$ cat src/rtl/spi_ctl_pkg.sv
package spi_ctl_pkg;
   localparam int WORD_W = 32;
   localparam int PM_W   = 4;
   localparam int CODE_W = 4;
   localparam int LEN_W  = 6;

   typedef struct packed {
      logic [14:0]       spare_hi;
      logic              slow;
      logic [PM_W-1:0]   pm;
      logic [CODE_W-1:0] width_code;
      logic [2:0]        spare_lo;
      logic              loopback;
      logic              msb_first;
      logic              idle_high;
      logic              late_phase;
      logic              enable;
   } mode_t;

   typedef enum logic [1:0] {
      A_MODE  = 2'd0,
      A_EVENT = 2'd1,
      A_MASK  = 2'd2,
      A_DATA  = 2'd3
   } reg_addr_e;

   function automatic logic [LEN_W-1:0] code_to_len(input logic [CODE_W-1:0] c);
      return (c == '0) ? LEN_W'(WORD_W) : LEN_W'(c) + LEN_W'(1);
   endfunction

   function automatic logic code_legal(input logic [CODE_W-1:0] c);
      return (c == '0) || (c >= CODE_W'(3));
   endfunction

   function automatic logic [WORD_W-1:0] len_mask(input logic [LEN_W-1:0] n);
      return (n >= LEN_W'(WORD_W)) ? '1 : (WORD_W'(1) << n) - WORD_W'(1);
   endfunction
endpackage

$ cat src/rtl/spi_baud_gen.sv
module spi_baud_gen #(
   parameter int PM_BITS  = 4,
   parameter int SLOW_DIV = 16
) (
   input  logic               clk,
   input  logic               rst_n,
   input  logic               run,
   input  logic [PM_BITS-1:0] pm,
   input  logic               slow,
   output logic               tick
);
   localparam int FAST_HALF = 2;
   localparam int SLOW_HALF = 2 * SLOW_DIV;
   localparam int MAX_HALF  = SLOW_HALF * (2 ** PM_BITS);
   localparam int CNT_W     = $clog2(MAX_HALF);

   generate
      if (SLOW_DIV < 2 || (SLOW_DIV & (SLOW_DIV - 1)) != 0) begin : g_bad_div
         $error("SLOW_DIV must be a power of two of at least 2");
      end
      if (PM_BITS < 1 || PM_BITS > 8) begin : g_bad_pm
         $error("PM_BITS out of range");
      end
   endgenerate

   logic [CNT_W-1:0] cnt, limit;

   always_comb limit = CNT_W'((slow ? SLOW_HALF : FAST_HALF) * (int'(pm) + 1) - 1);
   assign tick = run && (cnt == limit);

   always_ff @(posedge clk) begin
      if (!rst_n)             cnt <= '0;
      else if (!run || tick)  cnt <= '0;
      else                    cnt <= cnt + CNT_W'(1);
   end

   assert_cnt_bound_R1: assert property (@(posedge clk) disable iff (!rst_n)
      run |-> (cnt <= limit));
endmodule

$ cat src/rtl/spi_shift_engine.sv
module spi_shift_engine
   import spi_ctl_pkg::*;
(
   input  logic              clk,
   input  logic              rst_n,
   input  logic              en,
   input  logic              start,
   input  logic [WORD_W-1:0] tx_word,
   input  logic [LEN_W-1:0]  len,
   input  logic              late_phase,
   input  logic              idle_high,
   input  logic              msb_first,
   input  logic              loopback,
   input  logic              tick,
   input  logic              miso,
   output logic              busy,
   output logic              taken,
   output logic              done,
   output logic [WORD_W-1:0] rx_word,
   output logic              sck,
   output logic              mosi
);
   localparam int EDGE_W = LEN_W + 1;

   logic [WORD_W-1:0] tx_sr, rx_sr, rx_sh, tx_sh, rx_nxt;
   logic [EDGE_W-1:0] edge_cnt;
   logic              phase, lead, last, samp, shf, din;
   logic [LEN_W-2:0]  top_idx;

   assign top_idx = (LEN_W-1)'(len - LEN_W'(1));
   assign mosi    = msb_first ? tx_sr[top_idx] : tx_sr[0];
   assign din     = loopback ? mosi : miso;
   assign sck     = idle_high ^ phase;

   assign lead  = ~edge_cnt[0];
   assign last  = edge_cnt == ({len, 1'b0} - EDGE_W'(1));
   assign samp  = late_phase ? !lead : lead;
   assign shf   = late_phase ? (lead && edge_cnt != '0) : (!lead && !last);

   always_comb begin
      rx_sh  = msb_first ? {rx_sr[WORD_W-2:0], din} : {din, rx_sr[WORD_W-1:1]};
      tx_sh  = msb_first ? (tx_sr << 1) : (tx_sr >> 1);
      rx_nxt = samp ? rx_sh : rx_sr;
      rx_word = msb_first ? rx_nxt : (rx_nxt >> (LEN_W'(WORD_W) - len));
   end

   assign taken = en && !busy && start;
   assign done  = en && busy && tick && last;

   always_ff @(posedge clk) begin
      if (!rst_n) begin
         busy <= 1'b0; phase <= 1'b0; edge_cnt <= '0;
         tx_sr <= '0; rx_sr <= '0;
      end else if (!en) begin
         busy <= 1'b0; phase <= 1'b0;
      end else if (!busy) begin
         if (start) begin
            tx_sr <= tx_word; rx_sr <= '0; edge_cnt <= '0;
            phase <= 1'b0; busy <= 1'b1;
         end
      end else if (tick) begin
         phase    <= ~phase;
         edge_cnt <= edge_cnt + EDGE_W'(1);
         if (samp) rx_sr <= rx_sh;
         if (shf)  tx_sr <= tx_sh;
         if (last) busy  <= 1'b0;
      end
   end

   assert_idle_level_R4: assert property (@(posedge clk) disable iff (!rst_n)
      !busy |-> (sck == idle_high));
   assert_disable_halts_R7: assert property (@(posedge clk) disable iff (!rst_n)
      !en |=> !busy);
   assert_edge_bound_R2: assert property (@(posedge clk) disable iff (!rst_n)
      busy |-> (edge_cnt < {len, 1'b0}));
endmodule

$ cat src/rtl/spi_master_ctl.sv
module spi_master_ctl
   import spi_ctl_pkg::*;
#(
   parameter int SLOW_DIV = 16
) (
   input  logic        clk,
   input  logic        rst_n,
   input  logic        wr_en,
   input  logic [1:0]  addr,
   input  logic [31:0] wdata,
   output logic [31:0] rdata,
   output logic        sck,
   output logic        mosi,
   input  logic        miso,
   output logic        irq
);
   mode_t             mode_q, mode_nxt;
   logic              ev_ne, ev_nf, msk_ne, msk_nf, pend_q;
   logic [WORD_W-1:0] hold_q, rx_q, rx_word;
   logic [LEN_W-1:0]  len;
   logic              wr_mode, wr_evt, wr_msk, wr_data, tx_acc;
   logic              busy, taken, done, tick;

   assign wr_mode = wr_en && (addr == A_MODE);
   assign wr_evt  = wr_en && (addr == A_EVENT);
   assign wr_msk  = wr_en && (addr == A_MASK);
   assign wr_data = wr_en && (addr == A_DATA);
   assign tx_acc  = wr_data && mode_q.enable && !pend_q;
   assign len     = code_to_len(mode_q.width_code);

   always_comb begin
      mode_nxt          = mode_t'(wdata);
      mode_nxt.spare_hi = '0;
      mode_nxt.spare_lo = '0;
      if (!code_legal(mode_nxt.width_code)) mode_nxt.width_code = mode_q.width_code;
   end

   always_ff @(posedge clk) begin
      if (!rst_n) begin
         mode_q <= '0; ev_ne <= 1'b0; ev_nf <= 1'b1;
         msk_ne <= 1'b0; msk_nf <= 1'b0; pend_q <= 1'b0;
         hold_q <= '0; rx_q <= '0;
      end else begin
         if (wr_mode) mode_q <= mode_nxt;
         if (wr_msk) begin msk_ne <= wdata[0]; msk_nf <= wdata[1]; end
         if (tx_acc) hold_q <= wdata;
         if (done)   rx_q   <= rx_word;
         if (!mode_q.enable || taken) pend_q <= 1'b0;
         else if (tx_acc)             pend_q <= 1'b1;
         if (done)                      ev_ne <= 1'b1;
         else if (wr_evt && wdata[0])   ev_ne <= 1'b0;
         if (taken)                                ev_nf <= 1'b1;
         else if (tx_acc || (wr_evt && wdata[1]))  ev_nf <= 1'b0;
      end
   end

   always_comb begin
      unique case (addr)
         A_MODE:  rdata = mode_q;
         A_EVENT: rdata = {30'b0, ev_nf, ev_ne};
         A_MASK:  rdata = {30'b0, msk_nf, msk_ne};
         default: rdata = rx_q;
      endcase
   end

   assign irq = (ev_ne && msk_ne) || (ev_nf && msk_nf);

   spi_baud_gen #(.PM_BITS(PM_W), .SLOW_DIV(SLOW_DIV)) u_baud (
      .clk(clk), .rst_n(rst_n), .run(busy), .pm(mode_q.pm),
      .slow(mode_q.slow), .tick(tick));

   spi_shift_engine u_shift (
      .clk(clk), .rst_n(rst_n), .en(mode_q.enable), .start(pend_q),
      .tx_word(hold_q), .len(len), .late_phase(mode_q.late_phase),
      .idle_high(mode_q.idle_high), .msb_first(mode_q.msb_first),
      .loopback(mode_q.loopback), .tick(tick), .miso(miso),
      .busy(busy), .taken(taken), .done(done), .rx_word(rx_word),
      .sck(sck), .mosi(mosi));

   assert_irq_source_R9: assert property (@(posedge clk) disable iff (!rst_n)
      irq |-> (ev_ne || ev_nf));
   assert_ne_cause_R8: assert property (@(posedge clk) disable iff (!rst_n)
      $rose(ev_ne) |-> $past(done));
   assert_rx_aligned_R10: assert property (@(posedge clk) disable iff (!rst_n)
      done |-> ((rx_word & ~len_mask(len)) == '0));
endmodule

$ cat config.mk
export PLATFORM = sky130hd
export DESIGN_NAME = spi_master_ctl
export DESIGN_NICKNAME = d
export VERILOG_FILES = /design/src/rtl/spi_ctl_pkg.sv /design/src/rtl/spi_baud_gen.sv /design/src/rtl/spi_shift_engine.sv /design/src/rtl/spi_master_ctl.sv
export SDC_FILE = /design/constraint.sdc
export NUM_CORES = 1
export LEC_CHECK = 0
export ABC_CLOCK_PERIOD_IN_PS = 5100
export BUFFER_PORTS_ARGS = -buffer_cell sky130_fd_sc_hd__buf_2
export CELL_PAD_IN_SITES_DETAIL_PLACEMENT = 0
export CELL_PAD_IN_SITES_GLOBAL_PLACEMENT = 1
export CORE_ASPECT_RATIO = 0.8
export CORE_MARGIN = 2
export CORE_UTILIZATION = 40
export DETAILED_ROUTE_END_ITERATION = 8
export PLACE_DENSITY = 0.78
export SETUP_SLACK_MARGIN = 0.2
export SLEW_MARGIN = 30
export SYNTH_ARGS = -nofsm -noshare
export SYNTH_HDL_FRONTEND = slang
export SYNTH_SLANG_ARGS = --single-unit
export TNS_END_PERCENT = 30
$ cat constraint.sdc
create_clock -name clk -period 5.1 [get_ports clk]
set_input_delay 0.255 -clock clk [delete_from_list [all_inputs] [get_ports clk]]
set_output_delay 0.255 -clock clk [all_outputs]
set_load 0.01 [all_outputs]
==> impl_metrics.py, run 1 <==
metrics = {
    "floorplanning": {
        "rows": 53,
        "core_sq_um": 26190,
        "die_h_um": 149.7,
        "start_util_pct": 40.53,
        "pin_count": 73,
        "dieArea_sq_um": 27870,
        "die_w_um": 186.2,
    },
    "place": {
        "port_buffers": 72,
        "routabilityCongestion": 0.9604,
        "dp_hpwl_mm": 22.21,
    },
    "setup_path": {
        "r2r_slack_ns": 0.44,
        "reg2reg_from": "mode_q[12]$_SDFFE_PN0P_",
        "worstRegToRegCells": 17,
        "cp_cell_sequence": "nand3_1 -> xor2_1 -> or2_2 -> inv_1 -> ha_1 -> ha_1 -> xnor2_1 -> ha_1 -> and3_1 -> a221oi_1 -> xnor3_1 -> and4b_1 -> o21ai_2 -> o21bai_4 -> buf_4 -> a211o_1 -> a21oi_1",
        "crit_top_cell": "ha_1",
        "crit_fanout": 62,
        "cpMaxStageDelayCell": "xnor3_1",
        "endpoint_kind": "flop",
        "cp-start-kind": "flop",
        "crit_buf_inv": 2,
        "r2r-end": "u_shift.tx_sr[9]$_SDFFE_PN0P_",
        "critical_path_class": "reg -> reg",
        "cp_top_family": "compound AO/OA/AOI/OAI gates",
        "cp_slowest_stage_delay_ns": 0.50,
        "cp_data_required_time_ns": 5.46,
        "critical_path_arrival_ns": 5.02,
    },
    "power_and_ir_drop": {
        "ir_worst_vdd_v": 0.0002445,
        "p_leak_nw": 4.433,
        "p_int_w": 0.002200,
        "p_sw_share_pct": 29.54,
        "power_density_nw_per_um2": 265.1,
        "p_sw_w": 0.0009221,
        "combPwrFrac_pct": 15.2,
        "total_power_w": 0.003122,
        "clkPwrFrac_pct": 42.9,
        "p_seq_share_pct": 41.9,
    },
    "drt": {
        "drtIter0Drc": 815,
        "ant_nets": 0,
        "dr.pass1.iters": 5,
        "drt-total-wl_mm": 31.98,
        "vias": 9595,
        "vias_per_cell": 5.780,
        "drc": 0,
        "wl_per_cell_um": 19.26,
    },
    "timing": {
        "timing.final.crit_share_pct": 91.28,
        "tightest_slew_ns": 0.9507,
        "max_freq_mhz": 214.8,
        "hold_viol": 0,
        "min_period_ns": 4.656,
        "setup_tns_ns": 0,
        "drv_slew": 0,
        "finalClockSkew_ns": 0.02062,
        "rsz0062_at_grt": "true",
        "maxSlewHeadroom_pct": 36.38,
        "finalSetupViolCount": 0,
        "hold_slack_ns": 0.04890,
    },
    "status": {
        "outcome": "finished clean",
    },
    "logic_synthesis": {
        "async_flop_share_pct": 0,
        "ys_types": 70,
        "syn_inst": 1279,
        "syn_area_sq_um": 10620,
        "synthTopCellsByArea": "dfxtp_1, mux2_2, nand2_1",
        "synth_warnings": 0,
        "synth_edf_count": 0,
        "synth-seq-cells": 165,
        "synth_common_cells": "nand2_1, dfxtp_1, nor2_1, a21oi_1, mux2_2",
        "yosysMostFrequentCell": "nand2_1",
        "yosysSeqAreaShare_pct": 31.11,
        "synth_nets": 1334,
        "yosysTopAreaCell": "dfxtp_1",
        "synth-main-ff-cell": "dfxtp_1",
        "yosysTopAreaCellShare_pct": 31.11,
        "synth_area_per_cell_sq_um": 8.302,
    },
    "grt": {
        "grt_pass1_vias": 8740,
        "grt_pass1_wl_mm": 50.79,
        "grt-ovfl-total": 0,
        "antenna_found_initial": 0,
        "grt.total_usage_pct": 23.33,
        "grt_max_degree": 74,
    },
    "clocking": {
        "htree_levels": 4,
        "path_clk_slew_ns": 0.07,
        "cts_tree": "yes",
        "cts_buffer_depth": 2,
        "numCtsBuffers": 17,
        "cts.sinks": 165,
        "root_buffer": "clkbuf_16",
        "cts_hold_buffers": 0,
        "clk_latency_ns": 0.44,
    },
    "min_path": {
        "whs_endpoint": "hold_q[19]$_SDFFE_PN0P_",
        "min_from": "wdata[19]",
        "holdPathStages": 3,
        "min-delay-path-class": "in -> reg",
    },
    "cells_and_area": {
        "fillCellCount": 2592,
        "finish.net_count": 1345,
        "syn_to_final_growth_pct": 10.90,
        "drive_gt1_share_pct": 19.42,
        "n_antenna_cell": 0,
    },
    "run": {
        "drv_cap": 0,
    },
}
[stage by stage]
stage	instance area (sq um)	util [%]	setup WS (ns)	std cells
detailed placement	11180	42.67	0.4767	1628
global route	11780	44.95	0.1908	1660
finish	11780	44.95	0.4445	1660
CTS	11770	44.94	0.4438	1660
floorplan	10620	-	0.8002	1279
global placement	11180	42.67	0.5649	1628
[power by group through the flow]
stage | registers [W] | logic, W | clock network, W
finish | 0.00131 | 0.000476 | 0.00134
global placement | 0.00134 | 0.000466 | 0
CTS | 0.00131 | 0.000467 | 0.00136
floorplan | 0.00133 | 0.000343 | 0
global route | 0.00131 | 0.000509 | 0.00142
detailed placement | 0.00134 | 0.000464 | 0
[how the worst max path moves through the flow]
stage	from	endpoint	slack, ns	depth (start not counted)
4_1_cts	mode_q[12]$_SDFFE_PN0P_	rx_q[19]$_SDFFE_PN0P_	0.44	16
5_1_grt	mode_q[12]$_SDFFE_PN0P_	u_shift.tx_sr[16]$_SDFFE_PN0P_	0.19	16
6_report	mode_q[12]$_SDFFE_PN0P_	u_shift.tx_sr[9]$_SDFFE_PN0P_	0.44	17
3_5_place_dp	mode_q[12]$_SDFFE_PN0P_	rx_q[18]$_SDFFE_PN0P_	0.48	16
2_1_floorplan	mode_q[8]$_SDFFE_PN0P_	rx_q[6]$_SDFFE_PN0P_	0.80	19
3_3_place_gp	mode_q[12]$_SDFFE_PN0P_	rx_q[29]$_SDFFE_PN0P_	0.56	17
[cell type report]
| type | instances | area [sq um] | share of cell area (%) |
|---|---|---|---|
| clock inverter | 14 | 166.4 | 1.413 |
| sequential | 165 | 3308 | 28.09 |
| multi-input combinational | 984 | 6785 | 57.62 |
| inverter | 26 | 98.84 | 0.8394 |
| clock buffer | 18 | 429.2 | 3.645 |
| tap | 357 | 446.7 | 3.793 |
| timing repair buffer | 96 | 540.5 | 4.590 |
[tightest hold or removal path, delay by kind of cell]
kind,cells,cell delay [ns]
buf+inv,1,0.09
simple gates,1,0.05
compound gates,1,0.05
[routing by layer]
metal | global-route usage, % | share of wire (%)
met2 | 32.30 | 41
met3 | 4.843 | 6.7
met1 | 36.81 | 51
met5 | 0 | 0
met4 | 4.252 | 0.73
[sequential cells by signal (all words and copies together) (netlist names), 7 cells and up]
| name | count |
|---|---|
| u_shift.rx_sr | 32 |
| hold_q | 32 |
| rx_q | 32 |
| u_shift.edge_cnt | 7 |
| u_baud.cnt | 9 |
| u_shift.tx_sr | 32 |
| mode_q | 14 |
[repair_timing]
item,CTS,global route
setup endpoints to repair,0,15
setup buffers,0,0
gates resized for setup,0,1
[cell usage in the layout (no fill, tap or decap), types with 5 or more instances in the layout]
| cell type | netlist | final |
|---|---|---|
| a211o_1 | 25 | 25 |
| a211oi_1 | 10 | 10 |
| a21oi_1 | 108 | 108 |
| a221oi_1 | 11 | 11 |
| a22o_1 | 18 | 18 |
| a22oi_1 | 43 | 43 |
| a31oi_1 | 10 | 10 |
| and3_1 | 27 | 27 |
| buf_2 | 21 | 72 |
| buf_4 | 2 | 24 |
| clkbuf_16 | 0 | 17 |
| dfxtp_1 | 165 | 163 |
| ha_1 | 17 | 17 |
| inv_1 | 24 | 24 |
| mux2_2 | 75 | 75 |
| mux2i_1 | 63 | 63 |
| mux4_2 | 23 | 23 |
| nand2_1 | 196 | 196 |
| nand2b_1 | 14 | 13 |
| nand3_1 | 33 | 33 |
| nor2_1 | 120 | 118 |
| nor3_1 | 14 | 14 |
| o211ai_1 | 20 | 20 |
| o21a_1 | 5 | 5 |
| o21ai_0 | 45 | 45 |
| xnor2_1 | 16 | 15 |
| xor2_1 | 16 | 16 |
[logic make-up after synthesis]
group	Yosys count	share of synthesized area, %
xor+xnor	37	3.606
compound gates	331	20.61
flops	165	31.11
fa+ha+maj	17	2.003
buf+inv	130	5.338
simple gates	438	18.56
mux	161	18.77
Note: power is estimated with default switching activity, not from simulation.
==> run 2, diff against run 1 <==
- CORE_MARGIN: 2 -> 10
- PLACE_DENSITY: 0.78 -> default
- PLACE_DENSITY_LB_ADDON: default -> 0.1
==> run 2 against run 1 <==
Final cell count about the same. Utilization increased by 0.23 points. Clock skew shrank 0.011 ns. Sequential power hardly changed. Worst setup slack improved by 0.16 ns. Design area is 0.52% higher. Clock power is 4% higher. Non-clock buffer count increased by 1. Sequential share of layout area is 0.15 points lower. Combinational power rose by 1%. Routed wire length up 6.0%. Highest routed layer unchanged.
==> impl_metrics.py, run 2 (synthesized netlist as in run 1, its figures left out) <==
metrics = {
    "status": {
        "outcome": "finished clean",
    },
    "clocking": {
        "htree_levels": 4,
        "cts.sinks": 165,
        "clk_latency_ns": 0.44,
        "root_buffer": "clkbuf_16",
        "cts_setup_buffers": 0,
        "cts_buffer_depth": 2,
        "path_clk_slew_ns": 0.07,
        "cts_tree": "yes",
        "cts_hold_buffers": 0,
        "numCtsBuffers": 17,
        "cts_resized": 0,
    },
    "setup_path": {
        "crit_fanout": 64,
        "crit_end": "u_shift.tx_sr[0]$_SDFFE_PN0P_",
        "r2r_slack_ns": 0.61,
        "cp-start-kind": "flop",
        "critical_path_class": "reg -> reg",
        "critical_path_arrival_ns": 4.78,
        "r2r-end": "u_shift.tx_sr[0]$_SDFFE_PN0P_",
        "worstRegToRegCells": 17,
        "reg2reg_from": "mode_q[12]$_SDFFE_PN0P_",
        "endpoint_kind": "flop",
        "cp_data_required_time_ns": 5.39,
        "critical_path.startpoint": "mode_q[12]$_SDFFE_PN0P_",
    },
    "cells_and_area": {
        "syn_to_final_growth_pct": 11.48,
        "n_antenna_cell": 0,
        "layout_common_cells": "nand2_1, dfxtp_1, nor2_1",
        "fin_area_sq_um": 11840,
        "drive_gt1_share_pct": 19.48,
        "finish.net_count": 1346,
        "final_common_cell": "nand2_1",
    },
    "floorplanning": {
        "die_w_um": 202.2,
        "die_h_um": 165.7,
        "pin_count": 73,
        "dieArea_sq_um": 33500,
        "start_util_pct": 40.53,
        "rows": 53,
        "core_sq_um": 26190,
    },
    "power_and_ir_drop": {
        "p_leak_nw": 4.463,
        "p_seq_share_pct": 41.1,
        "power_density_nw_per_um2": 268.5,
        "p_sw_w": 0.0009049,
        "clkPwrFrac_pct": 43.7,
        "total_power_w": 0.003178,
        "ir_worst_vdd_v": 0.0002613,
        "combPwrFrac_pct": 15.2,
        "p_sw_share_pct": 28.47,
        "p_int_w": 0.002273,
    },
    "grt": {
        "grt.total_usage_pct": 19.79,
        "antenna_found_initial": 0,
        "grt_max_degree": 74,
        "grt_pass1_wl_mm": 53.95,
        "grt-ovfl-total": 0,
        "grt_pass1_vias": 9068,
    },
    "timing": {
        "hold_viol": 0,
        "rsz0062_at_grt": "false",
        "tightest_slew_ns": 0.9312,
        "max_freq_mhz": 222.6,
        "maxSlewHeadroom_pct": 37.92,
        "setup_tns_ns": 0,
        "finalWorstSetupSlack_ns": 0.6071,
        "finalSetupViolCount": 0,
        "min_period_ns": 4.493,
        "finalClockSkew_ns": 0.009983,
        "drv_slew": 0,
        "timing.final.crit_share_pct": 88.10,
    },
    "place": {
        "dp_hpwl_mm": 23.96,
        "dpl_cell_area_sq_um": 11210,
        "routabilityCongestion": 0.9368,
        "dp_slack_ns": 0.6417,
        "port_buffers": 72,
    },
    "drt": {
        "drt-total-wl_mm": 33.90,
        "vias": 9579,
        "vias_per_cell": 5.767,
        "wl_per_cell_um": 20.41,
        "drtIter0Drc": 736,
        "drc": 0,
        "dr.pass1.iters": 5,
        "ant_nets": 0,
    },
    "min_path": {
        "min-delay-path-class": "in -> reg",
    },
    "run": {
        "drv_cap": 0,
    },
}
## run 2: changes by cell type in the layout (fill, tap and decap cells not counted)
cell and change:
clkinv_4 -1, nand2b_1 +1, clkbuf_8 +2, nand2b_2 -1
bufinv_16 +1, inv_6 -1, buf_4 -1, nor2_1 -1
nor2_2 +1, inv_8 -1, buf_12 +2
## run 2: layout make-up
type                    count  area [sq um]
multi-input cells         984          6785
clock inverters            12         167.7
inverters                  26         98.84
flip-flops and latches    165          3308
clock buffers              20         456.7
repair buffers             97         573.1
well taps                 357         446.7
fillers                  2677         14360
## run 2: worst min path at each step
stage / from / to / slack [ns] / depth (start not counted)
after global routing: wdata[18] / hold_q[18]$_SDFFE_PN0P_ / 0.04 / 3
after floorplan: wdata[0] / hold_q[0]$_SDFFE_PN0P_ / 0.39 / 2
after CTS: wdata[19] / hold_q[19]$_SDFFE_PN0P_ / 0.04 / 3
final: wdata[17] / hold_q[17]$_SDFFE_PN0P_ / 0.06 / 3
after detailed placement: rx_q[30]$_SDFFE_PN0P_ / rx_q[30]$_SDFFE_PN0P_ / 0.45 / 2
after global placement: rx_q[26]$_SDFFE_PN0P_ / rx_q[26]$_SDFFE_PN0P_ / 0.44 / 2
## run 2: routing by layer
metal  track usage [%]  up-vias  wire [um]
met1             31.59     4627      18030
met5                 0        -          0
li1                  -     4653          -
met2             26.30      286      13570
met4             3.497        0        219
met3             3.880       13       2080
## run 2: worst max-delay path, cell delays in order, from the launching register on
cell and delay (ns):
dfxtp_1 0.46, nand3_1 0.13, xor2_1 0.15, or2_2 0.29, inv_1 0.06, ha_1 0.23
ha_1 0.30, xnor2_1 0.13, ha_1 0.34, and3_1 0.18, a221oi_1 0.30, xnor3_1 0.51
and4b_1 0.37, o21ai_2 0.10, o21bai_4 0.20, buf_12 0.20, a211oi_1 0.28, a211oi_2 0.07
## run 2: power by group through the flow
stage | Clock [W] | Combinational, W | Sequential, W
CTS | 0.00143 | 0.000477 | 0.00131
finish | 0.00139 | 0.000483 | 0.00131
global route | 0.00147 | 0.000519 | 0.00131
floorplan | 0 | 0.000343 | 0.00133
global placement | 0 | 0.000478 | 0.00134
detailed placement | 0 | 0.000474 | 0.00134
## run 2: metrics by stage
stage          cells  hold WS, ns  utilization, %
6_report        1661      0.05516           45.19
5_1_grt         1661      0.04229           45.19
4_1_cts         1661      0.04030           45.18
3_5_place_dp    1629       0.4479           42.79
3_3_place_gp    1629       0.4419           42.79
2_1_floorplan   1279       0.3910               -
